### src/rtl/lockseq_pkg.sv
package lockseq_pkg;

  typedef enum logic [1:0] {
    ST_OFF       = 2'd0,
    ST_WAIT_CLK  = 2'd1,
    ST_WAIT_LOCK = 2'd2,
    ST_LOCKED    = 2'd3
  } seq_state_e;

  // bits needed to hold values 0..maxval
  function automatic int unsigned cnt_width(input int unsigned maxval);
    return (maxval < 1) ? 1 : $clog2(maxval + 1);
  endfunction

  // worst cycles from release to lock: activity needs a partial plus a full
  // window behind the synchronizer; qualification runs in parallel
  function automatic int unsigned worst_start_cycles(input int unsigned sync_stages,
                                                     input int unsigned win_cycles,
                                                     input int unsigned qual_cycles);
    int unsigned act;
    act = sync_stages + 1 + 2 * win_cycles;
    return ((act > qual_cycles) ? act : qual_cycles) + 3;
  endfunction

endpackage

### src/rtl/lockseq_sync.sv
module lockseq_sync #(
  parameter int unsigned STAGES = 2
) (
  input  logic clk,
  input  logic rst_n,
  input  logic d,
  output logic q
);
  generate
    if (STAGES <= 1) begin : g_single
      logic r;
      always_ff @(posedge clk or negedge rst_n) begin
        if (!rst_n) r <= 1'b0;
        else        r <= d;
      end
      assign q = r;
    end else begin : g_chain
      logic [STAGES-1:0] r;
      always_ff @(posedge clk or negedge rst_n) begin
        if (!rst_n) r <= '0;
        else        r <= {r[STAGES-2:0], d};
      end
      assign q = r[STAGES-1];
    end
  endgenerate
endmodule

### src/rtl/lockseq_activity.sv
module lockseq_activity
  import lockseq_pkg::*;
#(
  parameter int unsigned SYNC_STAGES = 2,
  parameter int unsigned WIN_CYCLES  = 16,
  parameter int unsigned MIN_EDGES   = 3
) (
  input  logic clk,
  input  logic rst_n,
  input  logic clr,
  input  logic ref_in,
  output logic ref_edge,
  output logic active
);
  localparam int unsigned WW = cnt_width(WIN_CYCLES - 1);
  localparam int unsigned EW = cnt_width(MIN_EDGES);

  logic          ref_s;
  logic          ref_prev;
  logic [WW-1:0] win_cnt;
  logic [EW-1:0] edge_cnt;
  logic [EW-1:0] edge_nxt;
  logic          win_end;

  lockseq_sync #(.STAGES(SYNC_STAGES)) u_sync (
    .clk  (clk),
    .rst_n(rst_n),
    .d    (ref_in),
    .q    (ref_s)
  );

  always_ff @(posedge clk or negedge rst_n) begin
    if (!rst_n) ref_prev <= 1'b0;
    else        ref_prev <= ref_s;
  end

  assign ref_edge = ref_s & ~ref_prev;
  assign win_end  = (win_cnt == WW'(WIN_CYCLES - 1));

  // saturating edge count for the current window
  always_comb begin
    edge_nxt = edge_cnt;
    if (ref_edge && (edge_cnt != EW'(MIN_EDGES)))
      edge_nxt = edge_cnt + EW'(1);
  end

  always_ff @(posedge clk or negedge rst_n) begin
    if (!rst_n) begin
      win_cnt  <= '0;
      edge_cnt <= '0;
      active   <= 1'b0;
    end else if (clr) begin
      win_cnt  <= '0;
      edge_cnt <= '0;
      active   <= 1'b0;
    end else begin
      win_cnt <= win_end ? '0 : win_cnt + WW'(1);
      if (win_end) begin
        active   <= (edge_nxt >= EW'(MIN_EDGES));
        edge_cnt <= '0;
      end else begin
        edge_cnt <= edge_nxt;
      end
    end
  end
endmodule

### src/rtl/lockseq_qual.sv
module lockseq_qual
  import lockseq_pkg::*;
#(
  parameter int unsigned QUAL_CYCLES = 32
) (
  input  logic clk,
  input  logic rst_n,
  input  logic clr,
  input  logic pll_lock,
  output logic stable
);
  localparam int unsigned QW = cnt_width(QUAL_CYCLES);

  logic [QW-1:0] run_cnt;

  always_ff @(posedge clk or negedge rst_n) begin
    if (!rst_n)                           run_cnt <= '0;
    else if (clr || !pll_lock)            run_cnt <= '0;
    else if (run_cnt != QW'(QUAL_CYCLES)) run_cnt <= run_cnt + QW'(1);
  end

  assign stable = (run_cnt == QW'(QUAL_CYCLES));
endmodule

### src/rtl/lockseq_top.sv
module lockseq_top
  import lockseq_pkg::*;
#(
  parameter int unsigned SYNC_STAGES = 2,
  parameter int unsigned WIN_CYCLES  = 16,
  parameter int unsigned MIN_EDGES   = 3,
  parameter int unsigned QUAL_CYCLES = 32
) (
  input  logic clk,
  input  logic rst_n,
  input  logic ref_clk,
  input  logic pll_lock,
  input  logic pwr_good,
  input  logic pwrdn_n,
  output logic lock,
  output logic out_en
);
  localparam int unsigned START_BOUND =
    worst_start_cycles(SYNC_STAGES, WIN_CYCLES, QUAL_CYCLES);

  seq_state_e state, state_nxt;
  logic force_off;
  logic clk_active;
  logic ref_edge;
  logic lock_stable;
  logic lock_grant;
  logic lock_q;
  logic out_en_q;

  assign force_off = ~pwr_good | ~pwrdn_n;

  lockseq_activity #(
    .SYNC_STAGES(SYNC_STAGES),
    .WIN_CYCLES (WIN_CYCLES),
    .MIN_EDGES  (MIN_EDGES)
  ) u_act (
    .clk     (clk),
    .rst_n   (rst_n),
    .clr     (force_off),
    .ref_in  (ref_clk),
    .ref_edge(ref_edge),
    .active  (clk_active)
  );

  lockseq_qual #(.QUAL_CYCLES(QUAL_CYCLES)) u_qual (
    .clk     (clk),
    .rst_n   (rst_n),
    .clr     (force_off),
    .pll_lock(pll_lock),
    .stable  (lock_stable)
  );

  assign lock_grant = (state == ST_WAIT_LOCK) & clk_active & lock_stable & ~force_off;

  always_comb begin
    state_nxt = state;
    case (state)
      ST_OFF:       state_nxt = ST_WAIT_CLK;
      ST_WAIT_CLK:  if (clk_active) state_nxt = ST_WAIT_LOCK;
      ST_WAIT_LOCK: begin
        if (!clk_active)      state_nxt = ST_WAIT_CLK;
        else if (lock_stable) state_nxt = ST_LOCKED;
      end
      ST_LOCKED:    state_nxt = ST_LOCKED;
      default:      state_nxt = ST_OFF;
    endcase
    if (force_off) state_nxt = ST_OFF;
  end

  always_ff @(posedge clk or negedge rst_n) begin
    if (!rst_n) begin
      state    <= ST_OFF;
      lock_q   <= 1'b0;
      out_en_q <= 1'b0;
    end else begin
      state    <= state_nxt;
      out_en_q <= (state_nxt == ST_LOCKED);
      if (force_off)       lock_q <= 1'b0;
      else if (lock_grant) lock_q <= 1'b1;
    end
  end

  assign lock   = lock_q;
  assign out_en = out_en_q;

  logic unused_ok;
  assign unused_ok = ref_edge & (START_BOUND != 0);
endmodule

### config.mk
export PLATFORM = sky130hd
export DESIGN_NAME = lockseq_top
export DESIGN_NICKNAME = d
export VERILOG_FILES = /design/src/rtl/lockseq_pkg.sv /design/src/rtl/lockseq_sync.sv /design/src/rtl/lockseq_activity.sv /design/src/rtl/lockseq_qual.sv /design/src/rtl/lockseq_top.sv
export SDC_FILE = /design/constraint.sdc
export NUM_CORES = 1
export LEC_CHECK = 0
export ABC_CLOCK_PERIOD_IN_PS = 3300
export BUFFER_PORTS_ARGS = -buffer_cell sky130_fd_sc_hd__buf_2
export CAP_MARGIN = 15
export CELL_PAD_IN_SITES_DETAIL_PLACEMENT = 0
export CELL_PAD_IN_SITES_GLOBAL_PLACEMENT = 1
export CORE_MARGIN = 5
export CORE_UTILIZATION = 48
export DETAILED_ROUTE_END_ITERATION = 10
export GPL_TIMING_DRIVEN = 0
export PLACE_DENSITY = 0.79
export SLEW_MARGIN = 0
export SYNTH_ARGS = -nofsm -noshare
export SYNTH_HDL_FRONTEND = slang
export SYNTH_SLANG_ARGS = --single-unit
### constraint.sdc
create_clock -name clk -period 3.3 [get_ports clk]
set_input_delay 0.165 -clock clk [delete_from_list [all_inputs] [get_ports clk]]
set_output_delay 0.165 -clock clk [all_outputs]
set_load 0.02 [all_outputs]
[Word-level counts from Yosys, hierarchy flattened]
Cells that the tools add are included.
Storage, ports and cells
  register bits after elaboration: 20
  word-level logic and storage cells: 53
  output and inout port bits: 2
Cells by class
  reductions and logical operators: 7
  add/subtract/negate cells: 3
  bitwise operators: 9
  muxes and demuxes: 16
  order comparisons: 1
  equality and inequality tests: 8
Operators with widths (count)
  2-bit two-way mux: 7
  6-bit two-way mux: 2
  4-bit two-way mux: 2
  2-bit case mux with 4 select lines: 1
  6-bit by 1-bit adder with 6-bit output, second input constant: 1
  2-bit equality test, second input constant: 3
  6-bit equality test, second input constant: 1
  6-bit != test, second input constant: 1
  2-bit nonzero test: 3
  4-bit by 1-bit adder with 4-bit output, second input constant: 1
  1-bit AND: 4
  4-bit equality test, second input constant: 1
  1-bit two-way mux: 4
  1-bit inverter: 4
  2-bit by 1-bit adder with 2-bit output, second input constant: 1
  2-bit by 1-bit equality test with 1-bit output, second input constant: 1
  2-bit greater-or-equal comparator, second input constant: 1
  2-bit logical NOT: 1
  2-bit != test, second input constant: 1
  1-bit logical AND: 1
  1-bit logical NOT: 1
  1-bit logical OR: 1
  1-bit OR: 1

[Logic depth before layout (Yosys ltp)]
Gate-level depths: netlist (run 1).
  depth in word-level cells: 7
  depth in mapped cells: 5

[Cells and area by module]
Synthesis (run 1) repeated with hierarchy kept, for this count alone.
Unflattened totals
  cell total of the unflattened synthesis: 80
  area total of the unflattened synthesis: 914.6 µm²
By module, submodules not included
  lockseq_activity: area an instance 369.1 µm², instances 1, cells an instance 29
  lockseq_qual: area an instance 325.3 µm², instances 1, cells an instance 33
  lockseq_top: area an instance 170.2 µm², instances 1, cells an instance 16
  lockseq_sync: area an instance 50.0 µm², instances 1, cells an instance 2

[Worst setup path after synthesis (run 1)]
OpenSTA, ideal clock, no wires.
  path type: register to register
  start point: register u_act.edge_cnt[0]
  end point: register u_act.active
  data arrival time: 1.335 ns
  cell stages (with the launch flop): 5
  slack: 1.888 ns
  buffers on the path: 0
  path through: dfrtp_1 ha_1 nor3b_2 mux2_2 a21oi_1
Between the ends
  longest elaborated chain between the ends: 6
  elaborated cells between the ends (all ways): 7
RTL lines
  start: declaration: RTL line lockseq_activity.sv:21  | logic [EW-1:0] edge_cnt;
  start signal: assignment: RTL line lockseq_activity.sv:62  | edge_cnt <= edge_nxt;
  branches (longest 2 deep; another with 2-bit by 1-bit adder with 2-bit output)
  2-bit two-way mux (*): RTL line lockseq_activity.sv:43  | if (ref_edge && (edge_cnt != EW'(MIN_EDGES)))
  2-bit greater-or-equal comparator (*): RTL line lockseq_activity.sv:59  | active <= (edge_nxt >= EW'(MIN_EDGES));
  1-bit two-way mux (*): RTL line lockseq_activity.sv:58  | if (win_end) begin
  1-bit two-way mux (*): RTL line lockseq_activity.sv:52  | end else if (clr) begin
  end signal: assignment: RTL line lockseq_activity.sv:59
  end: declaration: RTL line lockseq_activity.sv:13  | output logic active
Mark *: on every way between the ends. The select of a mux whose other input is x is not followed.
A chain may end at the register's enable or synchronous reset.

[Worst setup path after layout (run 1)]
Ends and elaborated chain as after synthesis.

==> implementation parameters, run 1 <==
Parameter                              Value

Final layout
  Final-stage net count ... 104
  Layout cells sized above 1 ... 18.3%
  Highest-count cells in the layout ignoring fill and taps ... dfrtp_1, nor2_1, a21oi_1, buf_2, nand3_1
  Area overhead of the layout relative to synthesis ... 15.3%
  Ant diodes ... 0
  Most common cell after layout, fill and taps aside ... dfrtp_1

Timing
  Setup repair after global routing missed its margin ... false
  Hold Fails Final Rpt ... 0
  Time the worst path needs with I/O delays and setup ... 1500 ps
  Final clock skew ... 9.23 ps
  Slew @ Worst Pin ... 437 ps
  Share of the clock period used by the worst path ... 45.4%
  F_max ... 668 MHz
  Number of max-slew violations in the final report ... 0
  Remaining max-slew budget at the tightest pin ... 70.8%
  Post-route setup TNS ... 0 ps
  Count of final setup violators ... 0

Global routing
  Maximum number of pins on one net before global-route repair ... 21
  Antenna violations before repair ... 0
  Wire length of the first global-routing pass ... 2730 um
  Congestion Overflow GR ... 0
  Total global-route track usage ... 13.6%
  Vias in the first global route ... 598

Worst setup path
  Critical path startpoint ... u_act.edge_cnt[0]
  Critical setup path kind ... reg2reg
  Launching element type of the critical path ... register
  Worst R2R Path Depth ... 4
  R2R Setup Slk ... 1800 ps
  CP Data Required Time ... 3540 ps
  Startpoint of the lowest-slack register-to-register path ... u_act.edge_cnt[0]
  Critical Path Sink Type ... register
  Maximum net fanout on the critical path ... 4
  Terminus of the critical flop-to-flop path ... u_act.active
  Worst endpoint data arrival time ... 1730 ps

CTS
  Post-CTS Repair Setup Buffers ... 0
  CTS clock-pin slew for the worst setup and hold paths ... 120 ps
  H-tree level count ... 1
  Clock sink count ... 20
  Root buf cell ... clkbuf_4
  Maximum buffer depth of the clock tree ... 2
  Source-to-sink clock delay at the later pin of the worst-skew pair ... 300 ps
  CTS tree ... done
  Number of buffers added by the clock tree synthesis step ... 3

Worst hold path
  Hold path startpoint ... pwrdn_n
  Min-Delay Endpoint ... out_en
  Path type of the worst min-delay path ... in2reg
  Worst Hold Depth ... 2

Power
  Part of the total power dissipated in sequential elements ... 53.6%
  Leakage ... 0.000474 uW
  Switching part of the total ... 19.3%
  Clock network fraction of total power ... 41.8%
  Switching power of the nets ... 91.0 uW
  Combinational power share ... 4.6%
  Power density cells ... 452 mW/mm2
  Internal power ... 382 uW
  Power after layout ... 473 uW
  Maximum ir drop on the vdd rail ... 0.341 mV

Placement
  Routability-driven placement congestion ratio ... 0.757
  Number of buffers inserted by port buffering ... 7
  Final HPWL from detailed placement ... 1040 um

Die
  Initial standard-cell utilization of the core ... 51.4%
  Core region area ... 0.00176 mm2
  Die height ... 53.5 um
  Die span in x ... 53.5 um
  Boundary pin count ... 8
  Die footprint ... 0.00286 mm2
  Cell Rows ... 15

Drt
  Routed wire length per instance ... 12.4 um
  Residual DRC count ... 0
  Via density per instance ... 5.17
  Count of nets left with antenna violations after detail routing ... 0
  DR iter-0 viols ... 9
  Detailed-router iteration count before antenna repair ... 4
  Via count ... 610
  Wire length after detailed routing ... 1460 um

Run status
  Outcome ... complete, no violations

Synthesis
  Post-synthesis cell area ... 907 um2
  Number of library cell types mapped by synthesis ... 28
  Post-synthesis sequential element count ... 20
  Synthesized instance count ... 80
  Warning count from the yosys run ... 0
  Mapped Nets ... 90
  Post-synthesis average cell area ... 11.3 um2
  Post-synthesis sequential area ratio ... 55.2%

Flow run
  Count of maximum capacitance violations ... 0
[critical path, stage by stage (launching register included)]
cell and delay, ps:
dfrtp_1 430, ha_1 220, nor3b_2 280, mux2_2 370, a21oi_1 130
[power groups by stage]
| stage | Clock, uW | Sequential, uW | Combinational (uW) |
|---|---|---|---|
| CTS | 204 | 254 | 22.3 |
| global placement | 0 | 258 | 20.2 |
| finish | 197 | 254 | 21.7 |
| global route | 216 | 255 | 25.4 |
| detailed placement | 0 | 258 | 20.5 |
| floorplan | 0 | 257 | 9.80 |
[registers in the layout (all words and copies together) (netlist names)]
| name | cells |
|---|---|
| u_act.edge_cnt | 2 |
| u_act.win_cnt | 4 |
| u_act.ref_prev | 1 |
| u_qual.run_cnt | 6 |
| u_act.u_sync.g_chain.r | 2 |
| out_en | 1 |
| state | 2 |
| u_act.active | 1 |
| lock | 1 |
[Yosys cell counts (all sizes together)]
master / instances / area [um2]
nand2: 4 / 15.0
a32o: 1 / 10.0
and3: 3 / 23.8
nand3: 6 / 35.0
and4bb: 1 / 16.3
a311oi: 1 / 8.76
nor2: 7 / 26.3
nor3: 3 / 15.0
inv: 4 / 15.0
mux2i: 1 / 10.0
xnor2: 2 / 17.5
a21oi: 7 / 35.0
ha: 4 / 50.1
xor2: 3 / 26.3
or2: 1 / 6.26
dfrtp: 20 / 500
or3: 1 / 6.26
nor3b: 1 / 12.5
nand2b: 1 / 6.26
nand3b: 1 / 7.51
o21bai: 1 / 7.51
nand4bb: 1 / 11.3
or2b: 1 / 7.51
mux2: 1 / 11.3
o21ai: 3 / 15.0
o2111a: 1 / 11.3
[cell families (layout without fill, tap and decap cells)]
kind of cell,Yosys count,after routing,share of synthesized area (%)
buffers and inverters,4,17,1.65
adder cells (fa/ha/maj),4,4,5.52
AO/OA/AOI/OAI,14,14,9.65
XOR/XNOR,5,5,4.83
flip-flops,20,20,55.2
multiplexers,2,2,2.34
AND/OR/NAND/NOR,31,31,20.8
[metal layers]
| layer | global-route usage (%) | wire length [um] |
|---|---|---|
| met2 | 22.4 | 668 |
| met4 | 2.55 | 14 |
| met1 | 16.4 | 707 |
| met5 | 0 | 0 |
| met3 | 5.92 | 69 |
[cell type report]
class | count | area, um2
repair buffers | 9 | 55.1
clock buffers | 3 | 22.5
flip-flops and latches | 20 | 500
inverters | 4 | 15.0
clock inverters | 1 | 30.0
well taps | 25 | 31.3
multi-input cells | 56 | 392
fillers | 160 | 718
[stage by stage]
step                      cells  util (%)  area [um2]  hold slack [ps]  setup slack (ps)
after CTS                   118      59.3        1050              127              1790
after detailed placement    112      55.2         973              133              1820
after global placement      112      55.2         973              132              1840
final                       118      59.3        1050              137              1800
after floorplan              80         -         907             -131              1890
after global routing        118      59.3        1050              128              1690
[worst max-delay path by stage]
stage,to,slack [ps]
2_1_floorplan,u_act.active,1890
3_3_place_gp,u_act.active,1840
3_5_place_dp,u_act.active,1820
4_1_cts,u_act.active,1790
5_1_grt,u_act.active,1690
6_report,u_act.active,1800
[what timing repair did]
item / CTS / global route
gates resized for setup: 0 / 0
hold buffers: 2 / 0
endpoints found under the hold margin: 21 / 0
Note: power is estimated with default switching activity, not from simulation.
==> inputs of run 2 (changes only) <==
ABC_CLOCK_PERIOD_IN_PS = 1320   (was 3300)
CORE_UTILIZATION = 40   (was 48)
PLACE_DENSITY = 0.7   (was 0.79)
clock period = 1.32 ns   (was 3.3 ns; I/O delays follow)
==> implementation parameters, run 2 (synthesis gave the netlist of run 1 again) <==
Parameter                              Value

Power
  Maximum ir drop on the vdd rail ... 0.678 mV
  Internal power ... 767 uW
  Part of the total power dissipated in sequential elements ... 64.6%
  Leakage ... 0.000498 uW
  Clock network fraction of total power ... 27.7%
  Switching part of the total ... 21.8%
  Combinational power share ... 7.8%
  Power density cells ... 877 mW/mm2
  Switching power of the nets ... 213 uW

Die
  Initial standard-cell utilization of the core ... 41.4%
  Core region area ... 0.00219 mm2
  Die span in x ... 57.6 um
  Cell Rows ... 17
  Boundary pin count ... 8
  Die height ... 57.6 um
  Die footprint ... 0.00332 mm2

CTS
  CTS clock-pin slew for the worst setup and hold paths ... 100 ps
  H-tree level count ... 1
  Clock sink count ... 20
  Root buf cell ... clkbuf_4
  CTS tree ... done
  Source-to-sink clock delay at the later pin of the worst-skew pair ... 290 ps
  Number of buffers added by the clock tree synthesis step ... 3
  Maximum buffer depth of the clock tree ... 2

Worst setup path
  Critical setup path kind ... reg2reg
  Cell type group with the largest total delay on the critical path ... flip-flops
  CP Data Required Time ... 1540 ps
  Cell-by-cell trace of the critical path ... ha_2, nor3b_4, mux2_4, a21oi_2
  R2R Setup Slk ... 4 ps
  Maximum net fanout on the critical path ... 2
  Launching element type of the critical path ... register
  Worst endpoint data arrival time ... 1540 ps
  Critical path startpoint ... u_act.edge_cnt[1]
  Worst path slowest cell ... dfrtp_1
  Largest stage delay on the critical path ... 410 ps
  Terminus of the critical flop-to-flop path ... u_act.active
  Number of buffer and inverter stages on the critical path ... 0
  Critical Path Sink Type ... register
  Worst R2R Path Depth ... 4
  Startpoint of the lowest-slack register-to-register path ... u_act.edge_cnt[1]

Timing
  F_max ... 760 MHz
  Count of final setup violators ... 0
  Post-route setup TNS ... 0 ps
  Time the worst path needs with I/O delays and setup ... 1320 ps
  Worst Setup Slack, final ... 4.30 ps
  Share of the clock period used by the worst path ... 99.7%
  Remaining max-slew budget at the tightest pin ... 69.0%
  Slew @ Worst Pin ... 465 ps
  Final clock skew ... 2.39 ps
  Hold Fails Final Rpt ... 0
  Number of max-slew violations in the final report ... 0
  Setup repair after global routing missed its margin ... true

Placement
  Placement-stage cell area ... 996 um2
  Routability-driven placement congestion ratio ... 0.741
  Number of buffers inserted by port buffering ... 7
  Post-placement worst setup slack ... -70.4 ps
  Final HPWL from detailed placement ... 1110 um

Final layout
  Layout cells sized above 1 ... 31.3%
  Final-stage net count ... 111
  Area of all placed cells without fillers ... 0.00112 mm2
  Area overhead of the layout relative to synthesis ... 23.2%
  Most common cell after layout, fill and taps aside ... dfrtp_1
  Ant diodes ... 0
  Final-layout fill cell count ... 202
  Highest-count cells in the layout ignoring fill and taps ... dfrtp_1, buf_2, nor2_1, a21oi_1, buf_4
  Largest register by flop count ... u_qual.run_cnt
  Largest register FFs ... 6
  Final design utilization ... 51.0%
  Largest registers ... u_qual.run_cnt: 6 flops, u_act.win_cnt: 4 flops

Global routing
  Vias in the first global route ... 645
  Total global-route track usage ... 10.4%
  Maximum number of pins on one net before global-route repair ... 21
  Wire length of the first global-routing pass ... 2670 um
  Antenna violations before repair ... 0
  Congestion Overflow GR ... 0

Worst hold path
  Min-Delay Endpoint ... out_en
  Path type of the worst min-delay path ... in2reg
  Worst Hold Depth ... 2
  Hold path startpoint ... pwrdn_n

Drt
  Met1 wire length ... 743 um
  Routed wire length per instance ... 12.8 um
  DR iter-0 viols ... 7
  Via density per instance ... 5.02
  Residual DRC count ... 0
  Count of nets left with antenna violations after detail routing ... 0
  Met3 wirelength from detailed routing ... 45 um
  Wire length after detailed routing ... 1630 um
  Via count ... 638
  Top layer used by detailed routing ... met4
  Met2 layer wire length in the routed design ... 828 um
  Detailed-router iteration count before antenna repair ... 3

Run status
  Outcome ... complete, no violations

Flow run
  Count of maximum capacitance violations ... 0
-- run 2: repair_timing --
action,CTS,global route
hold buffers,2,0
setup buffers,4,3
pin swaps,1,0
resized for setup,2,7
hold endpoints to repair,21,0
endpoints found under the setup margin,8,8
-- run 2: how the worst max path moves through the flow --
stage	slack (ps)	cells past startpoint	to
global route	-50	5	u_act.edge_cnt[1]
floorplan	-9	4	u_act.active
detailed placement	-70	5	out_en
global placement	-60	5	out_en
CTS	-20	5	out_en
finish	4	4	u_act.active
-- run 2: final cells by class --
class	instances	area, um2	share of cell area [%]
Clock buffer	3	22.5	2.02
Inverter	4	15.0	1.34
Multi-Input combinational cell	56	433	38.7
Sequential cell	20	500	44.8
Tap cell	28	35.0	3.14
Timing Repair Buffer	16	111	9.97
-- run 2: stage by stage --
step | hold WS (ps) | total power, uW | cells
global route | 53.9 | 1040 | 127
global placement | 34.1 | 700 | 115
CTS | 51.9 | 995 | 124
floorplan | -230 | 671 | 80
finish | 67.7 | 980 | 127
detailed placement | 42.7 | 702 | 115
-- run 2: routing by layer --
layer | up-vias | track usage, %
met5 | - | 0
met4 | 0 | 5.96
met3 | 2 | 2.23
met2 | 4 | 16.8
met1 | 309 | 12.8
li1 | 323 | -
-- run 2: power by group through the flow --
stage	Sequential (uW)	Clock, uW	Combinational, uW
2_1_floorplan	644	0	26.9
3_3_place_gp	646	0	54.1
3_5_place_dp	646	0	55.3
4_1_cts	633	293	68.9
5_1_grt	635	316	84.9
6_report	633	271	76.0
==> inputs of run 3 (changes only) <==
ABC_AREA = 1   (was unset)
CORE_UTILIZATION = 39   (was 40)
PLACE_DENSITY = 0.71   (was 0.7)
==> implementation parameters, run 3 <==
Parameter                              Value

Timing
  Time the worst path needs with I/O delays and setup ... 1210 ps
  Number of max-slew violations in the final report ... 0
  Share of the clock period used by the worst path ... 91.7%
  Setup repair after global routing missed its margin ... false
  Final clock skew ... 3.09 ps
  F_max ... 827 MHz
  Slew @ Worst Pin ... 429 ps
  Count of final setup violators ... 0
  Smallest hold slack ... 49.9 ps
  Remaining max-slew budget at the tightest pin ... 71.4%
  Post-route setup TNS ... 0 ps
  Hold Fails Final Rpt ... 0
  Worst Setup Slack, final ... 110 ps

Flow run
  Count of maximum capacitance violations ... 0

Synthesis
  Post-synthesis sequential area ratio ... 53.8%
  Synth area leader ... dfrtp_1
  Share of synthesized registers carrying an async set or reset ... 100%
  Top-area cell type share of the netlist area ... 53.8%
  Mapped Nets ... 110
  Largest cells by area after synthesis ... dfrtp_1, inv_1, nand2_1
  Warning count from the yosys run ... 0
  Number of library cell types mapped by synthesis ... 18
  Most used flip-flop cell after synthesis ... dfrtp_1
  Top cell types by occurrence after synthesis ... dfrtp_1, inv_1, nand2_1
  Most repeated cell in the gate-level netlist after synthesis ... dfrtp_1
  Synthesized instance count ... 100
  Post-synthesis cell area ... 930 um2
  Count of flip-flops with a built-in enable after synthesis ... 0
  Post-synthesis average cell area ... 9.30 um2
  Post-synthesis sequential element count ... 20

Drt
  Residual DRC count ... 0
  Routed wire length per instance ... 10.7 um
  Via count ... 661
  Via density per instance ... 4.65
  Detailed-router iteration count before antenna repair ... 4
  Wire length after detailed routing ... 1520 um
  DR iter-0 viols ... 12
  Count of nets left with antenna violations after detail routing ... 0

Final layout
  Final design utilization ... 47.2%
  Final-stage net count ... 125
  Most common cell after layout, fill and taps aside ... dfrtp_1
  Largest registers ... u_qual.run_cnt: 6 flops, u_act.win_cnt: 4 flops
  Area overhead of the layout relative to synthesis ... 14.4%
  Layout cells sized above 1 ... 22.8%
  Final-layout fill cell count ... 234
  Ant diodes ... 0
  Largest register FFs ... 6
  Highest-count cells in the layout ignoring fill and taps ... dfrtp_1, nand2_1, inv_1
  Largest register by flop count ... u_qual.run_cnt

Die
  Boundary pin count ... 8
  Die footprint ... 0.00346 mm2
  Initial standard-cell utilization of the core ... 41.2%
  Core region area ... 0.00225 mm2
  Cell Rows ... 17
  Die height ... 58.8 um
  Die span in x ... 58.8 um

Power
  Switching part of the total ... 21.6%
  Leakage ... 0.000560 uW
  Maximum ir drop on the vdd rail ... 0.759 mV
  Internal power ... 814 uW
  Power density cells ... 976 mW/mm2
  Combinational power share ... 5.7%
  Power after layout ... 1040 uW
  Part of the total power dissipated in sequential elements ... 60.8%
  Clock network fraction of total power ... 33.5%
  Switching power of the nets ... 225 uW

Global routing
  Congestion Overflow GR ... 0
  Grt met3 use ... 4.61%
  Antenna violations before repair ... 0
  Total global-route track usage ... 10.5%
  Met2 demand-to-capacity share in global routing ... 16.4%
  Wire length of the first global-routing pass ... 2740 um
  Met1 Resource Use GR ... 13.0%
  GRT busiest layer ... met2
  Maximum number of pins on one net before global-route repair ... 21
  Vias in the first global route ... 651

Worst hold path
  Worst Hold Depth ... 3
  Path type of the worst min-delay path ... in2reg

Placement
  Routability-driven placement congestion ratio ... 0.694
  Number of buffers inserted by port buffering ... 7
  Post-placement worst setup slack ... 68.5 ps
  Final HPWL from detailed placement ... 1140 um

Worst setup path
  Worst R2R Path Depth ... 7
  Most frequent cell on the critical path ... inv_1
  Worst endpoint data arrival time ... 1410 ps
  Launching element type of the critical path ... register
  Critical setup path kind ... reg2reg
  Largest stage delay on the critical path ... 410 ps
  Critical Path Sink Type ... register
  Maximum net fanout on the critical path ... 4
  Cell-by-cell trace of the critical path ... inv_1, ha_1, nand3_2, nor2_4, nand2_2, nand3_1, inv_1
  Worst path slowest cell ... dfrtp_1
  CP Data Required Time ... 1520 ps

CTS
  CTS tree ... done
  CTS clock-pin slew for the worst setup and hold paths ... 110 ps
  Maximum buffer depth of the clock tree ... 2
  Source-to-sink clock delay at the later pin of the worst-skew pair ... 300 ps
  Root buf cell ... clkbuf_4
  H-tree level count ... 1
  Clock sink count ... 20
  Number of buffers added by the clock tree synthesis step ... 3

Run status
  Outcome ... complete, no violations
==> run 3: final timing paths <==
| check | start | end | slack (ps) |
|---|---|---|---|
| worst min register to register | u_act.u_sync.g_chain.r[0] | u_act.u_sync.g_chain.r[1] | 380 |
| worst max-delay path | u_qual.run_cnt[1] | u_qual.run_cnt[2] | 110 |
| worst max register to register | u_qual.run_cnt[1] | u_qual.run_cnt[2] | 110 |
| worst min-delay path | pll_lock | u_qual.run_cnt[3] | 50 |
| min in group asynchronous | rst_n | u_qual.run_cnt[0] | 230 |
| max in group asynchronous | rst_n | u_act.u_sync.g_chain.r[1] | 800 |
==> run 3: final cells by class <==
class                   count  area, um2  area share (%)
clock buffers               4       36.3            3.41
inverters                  18       67.6            6.35
multi-input cells          62        362            34.0
flip-flops and latches     20        500            47.1
well taps                  28       35.0            3.29
repair buffers             10       62.6            5.88
==> run 3: cell families (layout without fill, tap and decap cells) <==
kind of cell	count (synthesis)	after routing	synth area share, %
flops	20	20	53.8
fa+ha+maj	4	4	5.38
compound gates	12	12	7.27
simple gates	42	42	22.5
xor+xnor	4	4	3.77
buf+inv	18	32	7.27
==> run 3: per-layer routing <==
| metal | part of all wire [%] | vias to the layer above |
|---|---|---|
| met3 | 5.9 | 2 |
| met1 | 48 | 300 |
| met4 | 0.92 | 0 |
| met2 | 45 | 13 |
| li1 | - | 346 |
| met5 | 0 | - |
==> run 3: what timing repair did <==
| item | CTS | global route |
|---|---|---|
| hold buffers | 2 | 0 |
| resized for setup | 0 | 1 |
| buffers inserted | 0 | 1 |
| hold endpoints to repair | 21 | 0 |
| setup endpoints to repair | 0 | 5 |
==> run 3: worst max-delay path, delay by kind of cell (launching register included) <==
kind | cells | cell delay [ps]
adders and majority gates | 1 | 170
buffers and inverters | 2 | 140
DFF | 1 | 410
and+or+nand+nor | 4 | 400
==> run 3: metrics by stage <==
step / instance area (um2) / instances
6_report: 1060 / 142
3_3_place_gp: 1000 / 135
3_5_place_dp: 1000 / 135
5_1_grt: 1060 / 142
4_1_cts: 1060 / 141
2_1_floorplan: 930 / 100
==> run 3: power by group through the flow <==
stage	clock network, uW	logic (uW)	registers (uW)
5_1_grt	397	69.6	633
4_1_cts	372	59.7	632
3_3_place_gp	0	54.2	644
3_5_place_dp	0	54.8	644
2_1_floorplan	0	27.8	642
6_report	347	59.2	632
